## src/rtl/swm_pkg.sv

```systemverilog
package swm_pkg;

  typedef enum logic {
    EDGE_CEIL  = 1'b0,
    EDGE_FLOOR = 1'b1
  } edge_kind_e;

  typedef struct packed {
    logic over;
    logic under;
  } swm_flags_t;

endpackage

```

## src/rtl/swm_limit_reg.sv

```systemverilog
module swm_limit_reg #(
  parameter int unsigned WORD_W = 16,
  parameter logic [WORD_W-1:0] RST_VAL = '0
) (
  input  logic              clk,
  input  logic              rst_n,
  input  logic              we,
  input  logic [WORD_W-1:0] wdata,
  output logic [WORD_W-1:0] q
);

  logic [WORD_W-1:0] word_d;
  logic [WORD_W-1:0] word_q;

  always_comb begin
    word_d = word_q;
    if (we) word_d = wdata;
  end

  always_ff @(posedge clk or negedge rst_n) begin
    if (!rst_n)  word_q <= RST_VAL;
    else if (we) word_q <= word_d;
  end

  assign q = word_q;

endmodule

```

## src/rtl/swm_edge_cmp.sv

```systemverilog
module swm_edge_cmp
  import swm_pkg::*;
#(
  parameter int unsigned READ_W = 16,
  parameter int unsigned LIM_W  = 8,
  parameter int unsigned SCALE  = 8,
  parameter edge_kind_e  KIND   = EDGE_CEIL
) (
  input  logic [READ_W-1:0] reading,
  input  logic [LIM_W-1:0]  limit,
  output logic              crossed
);

  localparam int unsigned LIM_SC_W = LIM_W + SCALE;
  localparam int unsigned CMP_W    = ((READ_W > LIM_SC_W) ? READ_W : LIM_SC_W) + 1;

  logic [LIM_SC_W-1:0]     limit_sc;
  logic signed [CMP_W-1:0] reading_x;
  logic signed [CMP_W-1:0] limit_x;

  assign limit_sc  = {limit, {SCALE{1'b0}}};
  assign reading_x = CMP_W'($signed(reading));
  assign limit_x   = CMP_W'($signed(limit_sc));

  generate
    if (KIND == EDGE_CEIL) begin : g_ceil
      assign crossed = (reading_x > limit_x);
    end else begin : g_floor
      assign crossed = (reading_x < limit_x);
    end
  endgenerate

endmodule

```

## src/rtl/swm_flag_ctl.sv

```systemverilog
module swm_flag_ctl
  import swm_pkg::*;
(
  input  logic       clk,
  input  logic       rst_n,
  input  logic       conv_done,
  input  logic       hit_over,
  input  logic       hit_under,
  input  logic       clr,
  output swm_flags_t flags
);

  swm_flags_t flags_d;
  swm_flags_t flags_q;
  logic       upd_en;

  assign upd_en = conv_done | clr;

  always_comb begin
    flags_d = flags_q;
    if (clr) flags_d = '0;
    if (conv_done) begin
      if (hit_over)  flags_d.over  = 1'b1;
      if (hit_under) flags_d.under = 1'b1;
    end
  end

  always_ff @(posedge clk or negedge rst_n) begin
    if (!rst_n)      flags_q <= '0;
    else if (upd_en) flags_q <= flags_d;
  end

  assign flags = flags_q;

endmodule

```

## src/rtl/shunt_window_mon.sv

```systemverilog
module shunt_window_mon
  import swm_pkg::*;
#(
  parameter int unsigned READ_W = 16,
  parameter int unsigned LIM_W  = 8,
  parameter int unsigned SCALE  = 8
) (
  input  logic                clk,
  input  logic                rst_n,
  input  logic                conv_done,
  input  logic [READ_W-1:0]   shunt_code,
  input  logic                lim_we,
  input  logic [2*LIM_W-1:0]  lim_wdata,
  output logic [2*LIM_W-1:0]  lim_rdata,
  input  logic                flag_clr,
  input  logic                irq_en,
  output logic                over_flag,
  output logic                under_flag,
  output logic                irq
);

  localparam int unsigned WORD_W = 2 * LIM_W;
  localparam logic [LIM_W-1:0]  CEIL_RST  = {1'b0, {(LIM_W-1){1'b1}}};
  localparam logic [LIM_W-1:0]  FLOOR_RST = {1'b1, {(LIM_W-1){1'b0}}};
  localparam logic [WORD_W-1:0] WORD_RST  = {CEIL_RST, FLOOR_RST};

  logic [1:0]        rst_pipe;
  logic              rst_sync_n;
  logic [WORD_W-1:0] lim_word;
  logic              hit_over;
  logic              hit_under;
  swm_flags_t        flags;

  always_ff @(posedge clk or negedge rst_n) begin
    if (!rst_n) rst_pipe <= 2'b00;
    else        rst_pipe <= {rst_pipe[0], 1'b1};
  end
  assign rst_sync_n = rst_pipe[1];

  swm_limit_reg #(
    .WORD_W (WORD_W),
    .RST_VAL(WORD_RST)
  ) u_limits (
    .clk  (clk),
    .rst_n(rst_sync_n),
    .we   (lim_we),
    .wdata(lim_wdata),
    .q    (lim_word)
  );

  swm_edge_cmp #(
    .READ_W(READ_W),
    .LIM_W (LIM_W),
    .SCALE (SCALE),
    .KIND  (EDGE_CEIL)
  ) u_ceil (
    .reading(shunt_code),
    .limit  (lim_word[WORD_W-1:LIM_W]),
    .crossed(hit_over)
  );

  swm_edge_cmp #(
    .READ_W(READ_W),
    .LIM_W (LIM_W),
    .SCALE (SCALE),
    .KIND  (EDGE_FLOOR)
  ) u_floor (
    .reading(shunt_code),
    .limit  (lim_word[LIM_W-1:0]),
    .crossed(hit_under)
  );

  swm_flag_ctl u_flags (
    .clk      (clk),
    .rst_n    (rst_sync_n),
    .conv_done(conv_done),
    .hit_over (hit_over),
    .hit_under(hit_under),
    .clr      (flag_clr),
    .flags    (flags)
  );

  assign lim_rdata  = lim_word;
  assign over_flag  = flags.over;
  assign under_flag = flags.under;
  assign irq        = irq_en & (flags.over | flags.under);

endmodule

```

## config.mk

```make
export PLATFORM = sky130hd
export DESIGN_NAME = shunt_window_mon
export DESIGN_NICKNAME = d
export VERILOG_FILES = /design/src/rtl/swm_pkg.sv /design/src/rtl/swm_limit_reg.sv /design/src/rtl/swm_edge_cmp.sv /design/src/rtl/swm_flag_ctl.sv /design/src/rtl/shunt_window_mon.sv
export SDC_FILE = /design/constraint.sdc
export NUM_CORES = 1
export LEC_CHECK = 0
export BUFFER_PORTS_ARGS = -buffer_cell sky130_fd_sc_hd__buf_2
export CORE_MARGIN = 2
export CORE_UTILIZATION = 45
export DETAILED_ROUTE_END_ITERATION = 8
export PLACE_DENSITY = 0.89
export SKIP_CTS_REPAIR_TIMING = 1
export SYNTH_ARGS = -nofsm -noshare
export SYNTH_HDL_FRONTEND = slang
export SYNTH_HIERARCHICAL = 1
export SYNTH_SLANG_ARGS = --single-unit
```

## constraint.sdc

```tcl
create_clock -name clk -period 1.3 [get_ports clk]
set_input_delay 0.195 -clock clk [delete_from_list [all_inputs] [get_ports clk]]
set_output_delay 0.195 -clock clk [all_outputs]
set_load 0.02 [all_outputs]
```

After elaboration in Yosys (flattened, before gate mapping):

Cells that the tools add are included.

* latch bits: 0
* register bits after elaboration: 20
* logic and storage cells: 13
* input port bits: 38
* memory bits (read-only): 0
* memories kept: 0
* output and inout port bits: 19
* RAM bits: 0

* reduce and logical (&&, ||, !) cells: 0
* $lt $le $gt $ge: 2
* multipliers: 0
* equal/unequal tests: 0
* shift-type cells: 0
* muxes and demuxes: 4
* divide/modulo/power cells: 0
* $add $sub $neg: 0
* bitwise gates (word level): 3

Operators by type and width (number)
* > comparator 16 bit: 1
* less-than comparator 16 bit: 1
* 2-to-1 mux 2 bit: 2
* 2-to-1 mux 1 bit: 2
* OR 1 bit: 2
* AND 1 bit: 1

Longest topological paths before layout:

Gate-level depths: netlist of the first run.

* word-level depth: 3
* gate-level depth with buffers: 8
* mapped depth without buffers: 8

Modules after synthesis:

Netlist of the first run, hierarchy kept.

Modules (own cells, without submodules)
* swm_limit_reg: area each 659.4 um^2, instances 1, seq. area each 410.4 um^2, cells each 34
* swm_edge_cmp (u_ceil): area each 224.0 um^2, instances 1, seq. area each 0.0 um^2, cells each 29
* swm_edge_cmp (u_floor): area each 182.7 um^2, instances 1, seq. area each 0.0 um^2, cells each 23
* swm_flag_ctl: area each 78.8 um^2, instances 1, seq. area each 50.0 um^2, cells each 8
* shunt_window_mon: area each 61.3 um^2, instances 1, seq. area each 50.0 um^2, cells each 4

Least setup slack after synthesis of the first run:

No wires, ideal clock.

* path type: flip-flop to flip-flop
* start point: reg u_limits.word_q[13] (netlist: u_limits/q[13])
* end point: reg u_flags.flags_q, in the netlist u_flags/flags[1]
* buffers on the path: 0
* slack: -486 ps
* cell stages (with the launch flop): 8
* setup time: 121 ps
* required time: 1179 ps
* arrival: 1666 ps
* clock period less this slack: 1786 ps
* cell sequence: dfstp_2 inv_1 ha_1 a21o_1 a2111oi_0 a221oi_1 nand2_1 o21ai_1

* word-level cells in the longest chain between the ends: 3

Ends and longest elaborated chain
* start, declared: line swm_limit_reg.sv:13 `logic [WORD_W-1:0] word_q;`
* start signal, assigned: line swm_limit_reg.sv:22 `else if (we) word_q <= word_d;`
* > comparator 16 bit: line swm_edge_cmp.sv:27 `assign crossed = (reading_x > limit_x);`
* named net hit_over: line shunt_window_mon.sv:30 `logic hit_over;`
* 2-to-1 mux 1 bit: line swm_flag_ctl.sv:23 `if (hit_over) flags_d.over = 1'b1;`
* 2-to-1 mux 2 bit: line swm_flag_ctl.sv:22 `if (conv_done) begin`
* end signal, assigned: line swm_flag_ctl.sv:30 `else if (upd_en) flags_q <= flags_d;`
* end, declared: line swm_flag_ctl.sv:14 `swm_flags_t flags_q;`

The timed path passes the listed nets, and every way through them passes these cells.
A chain may end at the register's enable or synchronous reset.

Worst setup path after layout of the first run:

* start point: reg u_limits.word_q[9] (netlist: u_limits/q[9])
* end point: reg u_flags.flags_q, in the netlist u_flags/flags[1]

The elaborated chain is that of the path after synthesis.

==> results.json, run 1 <==
{
  "outcome": "complete, but fails checks",
  "violations": "negative setup slack",
  "critical_path_arrival_ns": 2.00,
  "netlist_instances": 98,
  "synth_top_family_by_area": "multiplexers",
  "syn_nets": 151,
  "drt_first_pass_iters": 4,
  "cts_tree": "done",
  "routed_via_density": 5.183,
  "yosysSeqAreaShare": 0.4232,
  "drv_slew": 0,
  "layout-area-overhead-vs-synth_pct": 49.59,
  "antenna_found_initial": 0,
  "yosys.area_share.adder": 0.1556,
  "final_cell_mix": "50 x buf_2, 15 x inv_1, 11 x buf_6, 11 x ha_1",
  "p_per_area_nw_per_um2": 1020,
  "clk_pin_slew_ns": 0.12,
  "finalCriticalPeriod_ns": 1.753,
  "critical_path_class": "reg2reg",
  "ctsLongestPathBuffers": 2,
  "crit_required_ns": 1.55,
  "yosysTopAreaCell": "dfrtp_1",
  "regToRegEndpoint": "u_flags/flags[1]$_DFFE_PN0P_",
  "grt_pass1_vias": 1116,
  "insertedDiodeCount": 0,
  "p_switching_uw": 596.9,
  "ir_drop_mv": 0.8624,
  "die_w_um": 55.77,
  "p_int_mw": 1.243,
  "cts_buffers": 3,
  "drc": 0,
  "ys_ff_latch": 20,
  "final_common_cell": "buf_2",
  "postPlaceCellArea_um2": 1673,
  "yosys.area.top_type_share": 0.2490,
  "numPortBuffers": 56,
  "r2r-start": "u_limits/q[9]$_DFFE_PN1P_",
  "h-tree-depth": 1,
  "p_clk_frac": 0.204,
  "drive_above_1_share": 0.6802,
  "power.leakage_nw": 0.9383,
  "cp-start-kind": "flip-flop",
  "hp-class": "in2reg",
  "endpoint_kind": "flip-flop",
  "grt_usage": 0.2048,
  "ant_nets": 0,
  "yosys.area_share.simple": 0.05394,
  "vias": 1047,
  "p_comb_frac": 0.387,
  "min_from": "flag_clr",
  "finalCritPeriodShare": 1.348,
  "io_pins": 57,
  "wire_per_inst_um": 16.52,
  "die_area_um2": 3110,
  "avgSynthCellArea_um2": 12.31,
  "total_power_mw": 1.840,
  "clk_latency_ns": 0.31,
  "rsz0062_at_grt": "yes",
  "final_area_um2": 1804,
  "grt_pass1_wl_um": 4933,
  "initial_core_util": 0.4825,
  "dpl.hpwl_um": 2419,
  "timing.reg2reg.worst_path_depth": 8,
  "grt_max_degree": 19,
  "hold_depth": 2,
  "synth.area.mux_share": 0.1888,
  "r2r_setup_slack_ns": -0.45,
  "setup_viol": 2,
  "drt-total-wl_um": 3337,
  "synth.cell_area_um2": 1206,
  "path_max_fanout": 2,
  "synth_xor_area_frac": 0,
  "die_y_um": 55.77,
  "drtIter0Drc": 13,
  "fin_ws_ns": -0.4529,
  "clkSinkCount": 20,
  "synth_cell_types": 30,
  "grt_overflow": 0,
  "row_count": 18,
  "min_delay_worst_endpoint": "u_flags/flags[0]$_DFFE_PN0P_",
  "gp_congestion": 0.8438,
  "drv_cap": 0,
  "core_um2": 2500,
  "hold_violations": 0,
  "cts-root-buf": "clkbuf_4",
  "switching_share": 0.3244,
  "nets": 226,
  "utilization": 0.7217,
  "seq_power_share": 0.409,
  "yosysWarnings": 6,
  "max_freq_mhz": 570.5,
  "synth_area_leaders": "dfrtp_1 25%, dfstp_2 17%, ha_1 16%, mux2_4 12%, inv_1 5.6%",
  "synth_compound_area_frac": 0.09336,
  "fin_skew_ns": 0.005725
}
routing by layer:
| metal | vias to the layer above | share of wire | global-route usage |
|---|---|---|---|
| met2 | 41 | 0.54 | 0.3912 |
| met4 | 0 | 0.022 | 0.07317 |
| met3 | 8 | 0.048 | 0.03721 |
| met5 | - | 0 | 0 |
| li1 | 489 | - | - |
| met1 | 509 | 0.39 | 0.2222 |
state kept, by name, indices dropped and copies added, names as in the netlist:
name	cells
u_flags/flags	2
u_limits/q	16
rst_pipe	2
cells in the mapped netlist:
| cell | count |
|---|---|
| dfrtp_1 | 12 |
| mux2i_1 | 1 |
| nand2_1 | 3 |
| o2111ai_1 | 1 |
| or3b_1 | 1 |
| nand4_1 | 1 |
| o21a_1 | 1 |
| o21ai_1 | 1 |
| mux2_4 | 10 |
| a221oi_1 | 1 |
| inv_1 | 18 |
| dfstp_2 | 8 |
| nor4_1 | 1 |
| a21o_1 | 3 |
| a2111oi_0 | 1 |
| o21ai_2 | 1 |
| conb_1 | 1 |
| a21oi_1 | 2 |
| a21oi_2 | 1 |
| or4_1 | 1 |
| buf_12 | 1 |
| ha_1 | 15 |
| mux2_2 | 6 |
| buf_6 | 1 |
| a41oi_1 | 1 |
| o211ai_1 | 1 |
| a211oi_1 | 1 |
| nand4b_1 | 1 |
| nor2b_1 | 1 |
| or4b_1 | 1 |
kinds of logic (layout without fill, tap and decap cells):
kind of cell,after synthesis,count (layout)
adder cells (fa/ha/maj),15,15
other,1,1
flip-flops,20,20
multiplexers,17,17
AND/OR/NAND/NOR,10,10
buffers and inverters,20,94
AO/OA/AOI/OAI,15,15
layout make-up:
cell class / instances / area [um2]
Tap cell: 30 / 37.54
Clock buffer: 4 / 36.28
Multi-Input combinational cell: 58 / 690.7
Timing Repair Buffer: 72 / 459.2
Inverter: 18 / 67.56
Sequential cell: 20 / 513.0
Fill cell: 161 / 695.7
power groups by stage:
stage | Sequential, mW | Combinational [mW] | Clock [mW]
after detailed placement | 0.760 | 0.634 | 0
after CTS | 0.749 | 0.645 | 0.383
after global placement | 0.755 | 0.609 | 0
final | 0.752 | 0.713 | 0.375
after floorplan | 0.850 | 0.298 | 0
after global routing | 0.761 | 0.758 | 0.414
worst max-delay path, stage by stage, from the launching register on:
cell	delay [ns]
dfstp_2	0.56
inv_1	0.05
ha_1	0.29
nor2b_1	0.13
o211ai_1	0.09
a21o_1	0.17
a221oi_2	0.24
nand2_1	0.09
o21ai_1	0.08
per-stage QoR:
step,setup slack (ns),cells,TNS (ns),hold WS [ns]
global placement,-0.3111,196,-0.4835,-0.01993
detailed placement,-0.4309,196,-0.6074,-0.01803
floorplan,-0.3636,98,-0.5406,-0.1006
finish,-0.4529,202,-0.7217,0.05571
global route,-0.5388,202,-0.8981,0.04330
CTS,-0.4740,200,-0.8606,-0.3588
worst max-delay path by stage:
stage | from | to | slack [ns] | depth (start not counted)
after floorplan | u_limits/q[13]$_DFFE_PN1P_ | u_flags/flags[1]$_DFFE_PN0P_ | -0.36 | 7
after global placement | u_limits/q[14]$_DFFE_PN1P_ | u_flags/flags[1]$_DFFE_PN0P_ | -0.31 | 7
after detailed placement | u_limits/q[14]$_DFFE_PN1P_ | u_flags/flags[1]$_DFFE_PN0P_ | -0.43 | 7
after CTS | u_limits/q[14]$_DFFE_PN1P_ | u_flags/flags[1]$_DFFE_PN0P_ | -0.47 | 7
after global routing | u_limits/q[9]$_DFFE_PN1P_ | u_flags/flags[1]$_DFFE_PN0P_ | -0.54 | 8
final | u_limits/q[9]$_DFFE_PN1P_ | u_flags/flags[1]$_DFFE_PN0P_ | -0.45 | 8
Note: power is estimated with default switching activity, not from simulation.
==> run 2: changes to the inputs <==
--- a/config.mk
+++ b/config.mk
@@ -8,7 +8,10 @@
 export BUFFER_PORTS_ARGS = -buffer_cell sky130_fd_sc_hd__buf_2
 export CORE_MARGIN = 2
 export CORE_UTILIZATION = 45
+export CTS_BUF_LIST = sky130_fd_sc_hd__clkbuf_2
+export CTS_CLUSTER_DIAMETER = 60
 export DETAILED_ROUTE_END_ITERATION = 8
+export HOLD_SLACK_MARGIN = 0.12
 export PLACE_DENSITY = 0.89
 export SKIP_CTS_REPAIR_TIMING = 1
 export SYNTH_ARGS = -nofsm -noshare
==> run 2 against run 1 <==
Compared with the run above:
- the flow still finishes with violations (negative setup slack)
- critical path depth is 2 lower
- clock power is 25% lower
- first-iteration DRC count grew to 5.5 times the previous value
- clock skew is 0.0022 ns higher
- cell count is 9.4% higher
- total power is 0.44% higher
- global-route usage is 0.49 points lower
- final area is 11% higher
- register-to-register slack worse by 0.05 ns
- largest power group is now combinational logic
- sequential power is 1% higher
- critical path type unchanged
==> results.json, run 2 (synthesis results as in run 1) <==
{
  "grt_usage": 0.1999,
  "r2r_setup_slack_ns": -0.50,
  "dpl.hpwl_um": 2419,
  "finalCritPeriodShare": 1.385,
  "path_max_fanout": 3,
  "wire_per_inst_um": 19.55,
  "grt_max_degree": 19,
  "grt_pass1_vias": 1097,
  "grt_overflow": 0,
  "drtIter0Drc": 71,
  "io_pins": 57,
  "gp_congestion": 0.8438,
  "largest_reg_flops": 16,
  "power.leakage_nw": 1.019,
  "insertedDiodeCount": 0,
  "critical_path_arrival_ns": 2.05,
  "cts_buffers": 3,
  "outcome": "complete, but fails checks",
  "fin_skew_ns": 0.007886,
  "grt_pass1_wl_um": 4823,
  "rsz0062_at_grt": "yes",
  "row_count": 18,
  "drv_cap": 0,
  "drc": 0,
  "cp.buffers_inverters": 0,
  "drv_slew": 0,
  "p_per_area_nw_per_um2": 922.6,
  "cts_tree": "done",
  "drive_above_1_share": 0.6230,
  "ant_nets": 0,
  "cts-root-buf": "clkbuf_2",
  "core_um2": 2500,
  "drt_first_pass_iters": 4,
  "violations": "negative setup slack",
  "multi_input_area_um2": 705.7,
  "routed_via_density": 5.403,
  "slowest_delay_ns": 0.60,
  "clk_pin_slew_ns": 0.22,
  "cp_slowest_cell": "dfstp_2",
  "clkSinkCount": 20,
  "fin_setup_tns_ns": -0.9882,
  "regToRegEndpoint": "u_flags/flags[1]$_DFFE_PN0P_",
  "r2r-start": "u_limits/q[8]$_DFFE_PN1P_",
  "antenna_found_initial": 0,
  "max_freq_mhz": 555.2,
  "tightest_slew_ns": 0.5055,
  "cp-start-kind": "flip-flop",
  "die_area_um2": 3110,
  "cp_top_family": "simple AND/OR/NAND/NOR gates",
  "nets": 245,
  "final_common_cell": "buf_2",
  "hp-class": "reg2async",
  "utilization": 0.8013,
  "numPortBuffers": 56,
  "vias": 1194,
  "drt-total-wl_um": 4320,
  "hold_violations": 0,
  "fin_ws_ns": -0.5011,
  "die_y_um": 55.77,
  "final_cell_mix": "46 x buf_2, 19 x dlygate4sd3_1, 14 x buf_4, 14 x inv_1, 12 x buf_6",
  "nFillCells": 121,
  "layout-area-overhead-vs-synth_pct": 66.08,
  "endpoint_kind": "flip-flop",
  "path_cells": "ha_1, or4b_1, nor4_2, a221oi_2, nand2_1, o21ai_1",
  "finalCriticalPeriod_ns": 1.801,
  "timing.reg2reg.worst_path_depth": 6,
  "seq_area_um2": 513.0,
  "die_w_um": 55.77,
  "critical_path_class": "reg2reg",
  "clk_latency_ns": 0.33,
  "maxSlewHeadroom": 0.6630,
  "ir_drop_mv": 0.8938,
  "ctsLongestPathBuffers": 2,
  "crit_required_ns": 1.54,
  "h-tree-depth": 1,
  "setup_viol": 9,
  "initial_core_util": 0.4825
}
-- run 2: cell count changes in the layout (fill, tap and decap cells not counted), sizes merged --
cell / delta
dlygate4sd3: +18
clkinv: +1
clkbuf: -1
buf: +1
-- run 2: how the worst max path moves through the flow --
stage,from,endpoint,slack [ns],cells past startpoint
2_1_floorplan,u_limits/q[13]$_DFFE_PN1P_,u_flags/flags[1]$_DFFE_PN0P_,-0.36,7
5_1_grt,u_limits/q[8]$_DFFE_PN1P_,u_flags/flags[1]$_DFFE_PN0P_,-0.56,6
6_report,u_limits/q[8]$_DFFE_PN1P_,u_flags/flags[1]$_DFFE_PN0P_,-0.50,6
3_5_place_dp,u_limits/q[14]$_DFFE_PN1P_,u_flags/flags[1]$_DFFE_PN0P_,-0.43,7
4_1_cts,u_limits/q[14]$_DFFE_PN1P_,u_flags/flags[1]$_DFFE_PN0P_,-0.48,7
3_3_place_gp,u_limits/q[14]$_DFFE_PN1P_,u_flags/flags[1]$_DFFE_PN0P_,-0.31,7
-- run 2: area by class of cell --
type / instances / share of cell area
multi-input combinational: 58 / 0.3523
timing repair buffer: 91 / 0.3298
sequential: 20 / 0.2561
inverter: 18 / 0.03373
tap: 30 / 0.01874
clock buffer: 3 / 0.007495
clock inverter: 1 / 0.001874
-- run 2: metrics by stage --
stage,instances,power [mW],setup slack [ns],instance area [um2],hold WS [ns]
after floorplan,98,1.149,-0.3636,1281,-0.1006
after CTS,200,1.663,-0.4762,1692,-0.3878
final,221,1.848,-0.5011,2003,0.2026
after global placement,196,1.364,-0.3111,1673,-0.01993
after detailed placement,196,1.394,-0.4309,1673,-0.01803
after global routing,221,1.929,-0.5643,2003,0.1611
-- run 2: where the power goes --
part	switching (mW)	leakage, nW	total [mW]	internal [mW]
sequential	0.0519	0.223	0.760	0.708
combinational	0.382	0.781	0.809	0.426
clock	0.213	0.0140	0.280	0.0669
-- run 2: layer usage --
layer	up-vias	wire (um)	share of wire	track usage
met2	65	2335	0.54	0.3776
met3	12	283	0.066	0.03721
met5	-	0	0	0
li1	528	-	-	-
met4	0	103	0.024	0.07317
met1	589	1598	0.37	0.2193
==> run 3: changes to the inputs <==
--- a/config.mk
+++ b/config.mk
@@ -6,6 +6,7 @@
 export NUM_CORES = 1
 export LEC_CHECK = 0
 export BUFFER_PORTS_ARGS = -buffer_cell sky130_fd_sc_hd__buf_2
+export CORE_ASPECT_RATIO = 0.5
 export CORE_MARGIN = 2
 export CORE_UTILIZATION = 45
 export CTS_BUF_LIST = sky130_fd_sc_hd__clkbuf_2
@@ -13,7 +14,7 @@
 export DETAILED_ROUTE_END_ITERATION = 8
 export HOLD_SLACK_MARGIN = 0.12
 export PLACE_DENSITY = 0.89
-export SKIP_CTS_REPAIR_TIMING = 1
+export REMOVE_ABC_BUFFERS = 1
 export SYNTH_ARGS = -nofsm -noshare
 export SYNTH_HDL_FRONTEND = slang
 export SYNTH_HIERARCHICAL = 1
==> run 3 against run 2 <==
Compared with the run above:
- final area rose by 0.94%
- non-clock buffer count is 5 higher
- sequential share of layout area fell by 0.36 points
- largest cell class is now non-clock buffers
- the run still ends with negative setup slack left
- first-iteration DRC count fell by 18%
- die area grew 0.82%
- largest power group unchanged
- count of clock-buffer cells in the layout is the same
- global-route usage is 6.3 points higher
- fmax fell by 1.9%
==> results.json, run 3 (synthesis results as in run 1) <==
{
  "insertedDiodeCount": 0,
  "fin_cells": 232,
  "antenna_found_initial": 0,
  "dpl.hpwl_um": 2387,
  "h-tree-depth": 1,
  "hp-class": "in2async",
  "die_w_um": 77.22,
  "fin_skew_ns": 0.004590,
  "hold_violations": 0,
  "path_max_fanout": 2,
  "r2r-start": "u_limits/q[9]$_DFFE_PN1P_",
  "endpoint": "u_flags/flags[1]$_DFFE_PN0P_",
  "largest_reg_flops": 16,
  "cts-root-buf": "clkbuf_2",
  "grt_usage": 0.2628,
  "nets": 250,
  "die_y_um": 40.61,
  "grt_overflow": 0,
  "power.leakage_nw": 1.046,
  "gp_congestion": 0.8023,
  "cp-start-kind": "flip-flop",
  "drv_cap": 0,
  "drc": 0,
  "routed_via_density": 5.241,
  "ir_drop_mv": 0.5368,
  "die_area_um2": 3136,
  "grt_pass1_vias": 1284,
  "cts_buffers": 3,
  "crit_start": "u_limits/q[9]$_DFFE_PN1P_",
  "setup_viol": 6,
  "crit_required_ns": 1.57,
  "regToRegEndpoint": "u_flags/flags[1]$_DFFE_PN0P_",
  "clk_latency_ns": 0.32,
  "p_per_area_nw_per_um2": 902.8,
  "numPortBuffers": 56,
  "ant_nets": 0,
  "wire_per_inst_um": 17.75,
  "rsz0062_at_grt": "yes",
  "core_um2": 2570,
  "drt-total-wl_um": 4118,
  "row_count": 13,
  "dpl.cell_count": 207,
  "final_common_cell": "buf_2",
  "critical_path_class": "reg2reg",
  "vias": 1216,
  "max_freq_mhz": 544.7,
  "io_pins": 57,
  "finalCriticalPeriod_ns": 1.836,
  "initial_core_util": 0.4693,
  "drtIter0Drc": 58,
  "final_cell_mix": "46 x buf_2, 19 x dlygate4sd3_1, 17 x inv_1",
  "final_area_um2": 2022,
  "drt_first_pass_iters": 5,
  "violations": "negative setup slack",
  "ctsLongestPathBuffers": 2,
  "clk_pin_slew_ns": 0.19,
  "layout-area-overhead-vs-synth_pct": 67.63,
  "endpoint_kind": "flip-flop",
  "finalCritPeriodShare": 1.412,
  "critical_path_arrival_ns": 2.10,
  "grt_max_degree": 19,
  "cts_tree": "done",
  "grt_pass1_wl_um": 5989,
  "outcome": "complete, but fails checks",
  "postPlaceCellArea_um2": 1637,
  "r2r_setup_slack_ns": -0.54,
  "drive_above_1_share": 0.5897,
  "clkSinkCount": 20,
  "drv_slew": 0,
  "fin_ws_ns": -0.5359,
  "timing.reg2reg.worst_path_depth": 8
}
[run 3: cell types whose count changed in the layout (fill, tap and decap cells not counted), sizes merged]
cell    delta
buf        +5
clkinv     -1
[run 3: per-layer routing]
metal | share of wire | track usage | vias up
met2 | 0.51 | 0.5413 | 74
met1 | 0.38 | 0.2624 | 573
met4 | 0.056 | 0.1607 | 0
li1 | - | - | 543
met3 | 0.059 | 0.06608 | 26
met5 | 0 | 0 | -
[run 3: worst min-delay path by stage]
stage / startpoint / to / slack, ns / cells past startpoint
3_5_place_dp: rst_n / rst_pipe[0]$_DFF_PN0_ / -0.01 / 1
3_3_place_gp: rst_n / rst_pipe[1]$_DFF_PN0_ / -0.02 / 1
6_report: rst_n / rst_pipe[1]$_DFF_PN0_ / 0.16 / 2
5_1_grt: rst_n / rst_pipe[0]$_DFF_PN0_ / 0.16 / 2
2_1_floorplan: rst_n / rst_pipe[0]$_DFF_PN0_ / -0.10 / 0
4_1_cts: rst_n / rst_pipe[0]$_DFF_PN0_ / 0.15 / 2
[run 3: per-stage QoR]
step	hold slack (ns)	setup TNS [ns]	setup WS (ns)	power [mW]	util
floorplan	-0.1006	-0.7710	-0.4862	1.076	-
global placement	-0.02079	-0.6498	-0.4334	1.319	0.6368
detailed placement	-0.01210	-0.8634	-0.6065	1.354	0.6368
CTS	0.1466	-0.7630	-0.4712	1.766	0.7775
global route	0.1585	-1.485	-0.5987	1.910	0.7868
finish	0.1594	-0.9759	-0.5359	1.825	0.7868
[run 3: cell type report]
| cell class | count | area (um2) |
|---|---|---|
| clock buffers | 3 | 15.01 |
| fillers | 160 | 548.0 |
| inverters | 18 | 67.56 |
| multi-input cells | 58 | 669.4 |
| flip-flops and latches | 20 | 510.5 |
| well taps | 37 | 46.29 |
| repair buffers | 96 | 713.2 |
[run 3: worst max-delay path, cell delays in order, from the launching register on]
cell and delay [ns]:
dfstp_2 0.58, inv_1 0.07, ha_4 0.27, nor2b_1 0.12, o211ai_1 0.11, a21o_1 0.19
a221oi_2 0.26, nand2_1 0.11, o21ai_1 0.08
[run 3: repair_timing]
action / 4_1_cts / 5_1_grt
pin swaps: 9 / 3
endpoints found under the setup margin: 9 / 12
resized for setup: 34 / 5
hold endpoints to repair: 20 / 0
hold buffers: 19 / 0
setup buffers: 3 / 4
[run 3: power breakdown]
group          switching (mW)  internal [mW]  leakage (nW)
Clock                   0.192         0.0629        0.0125
Sequential             0.0524          0.707         0.225
Combinational           0.381          0.431         0.808
Total                   0.625           1.20          1.05
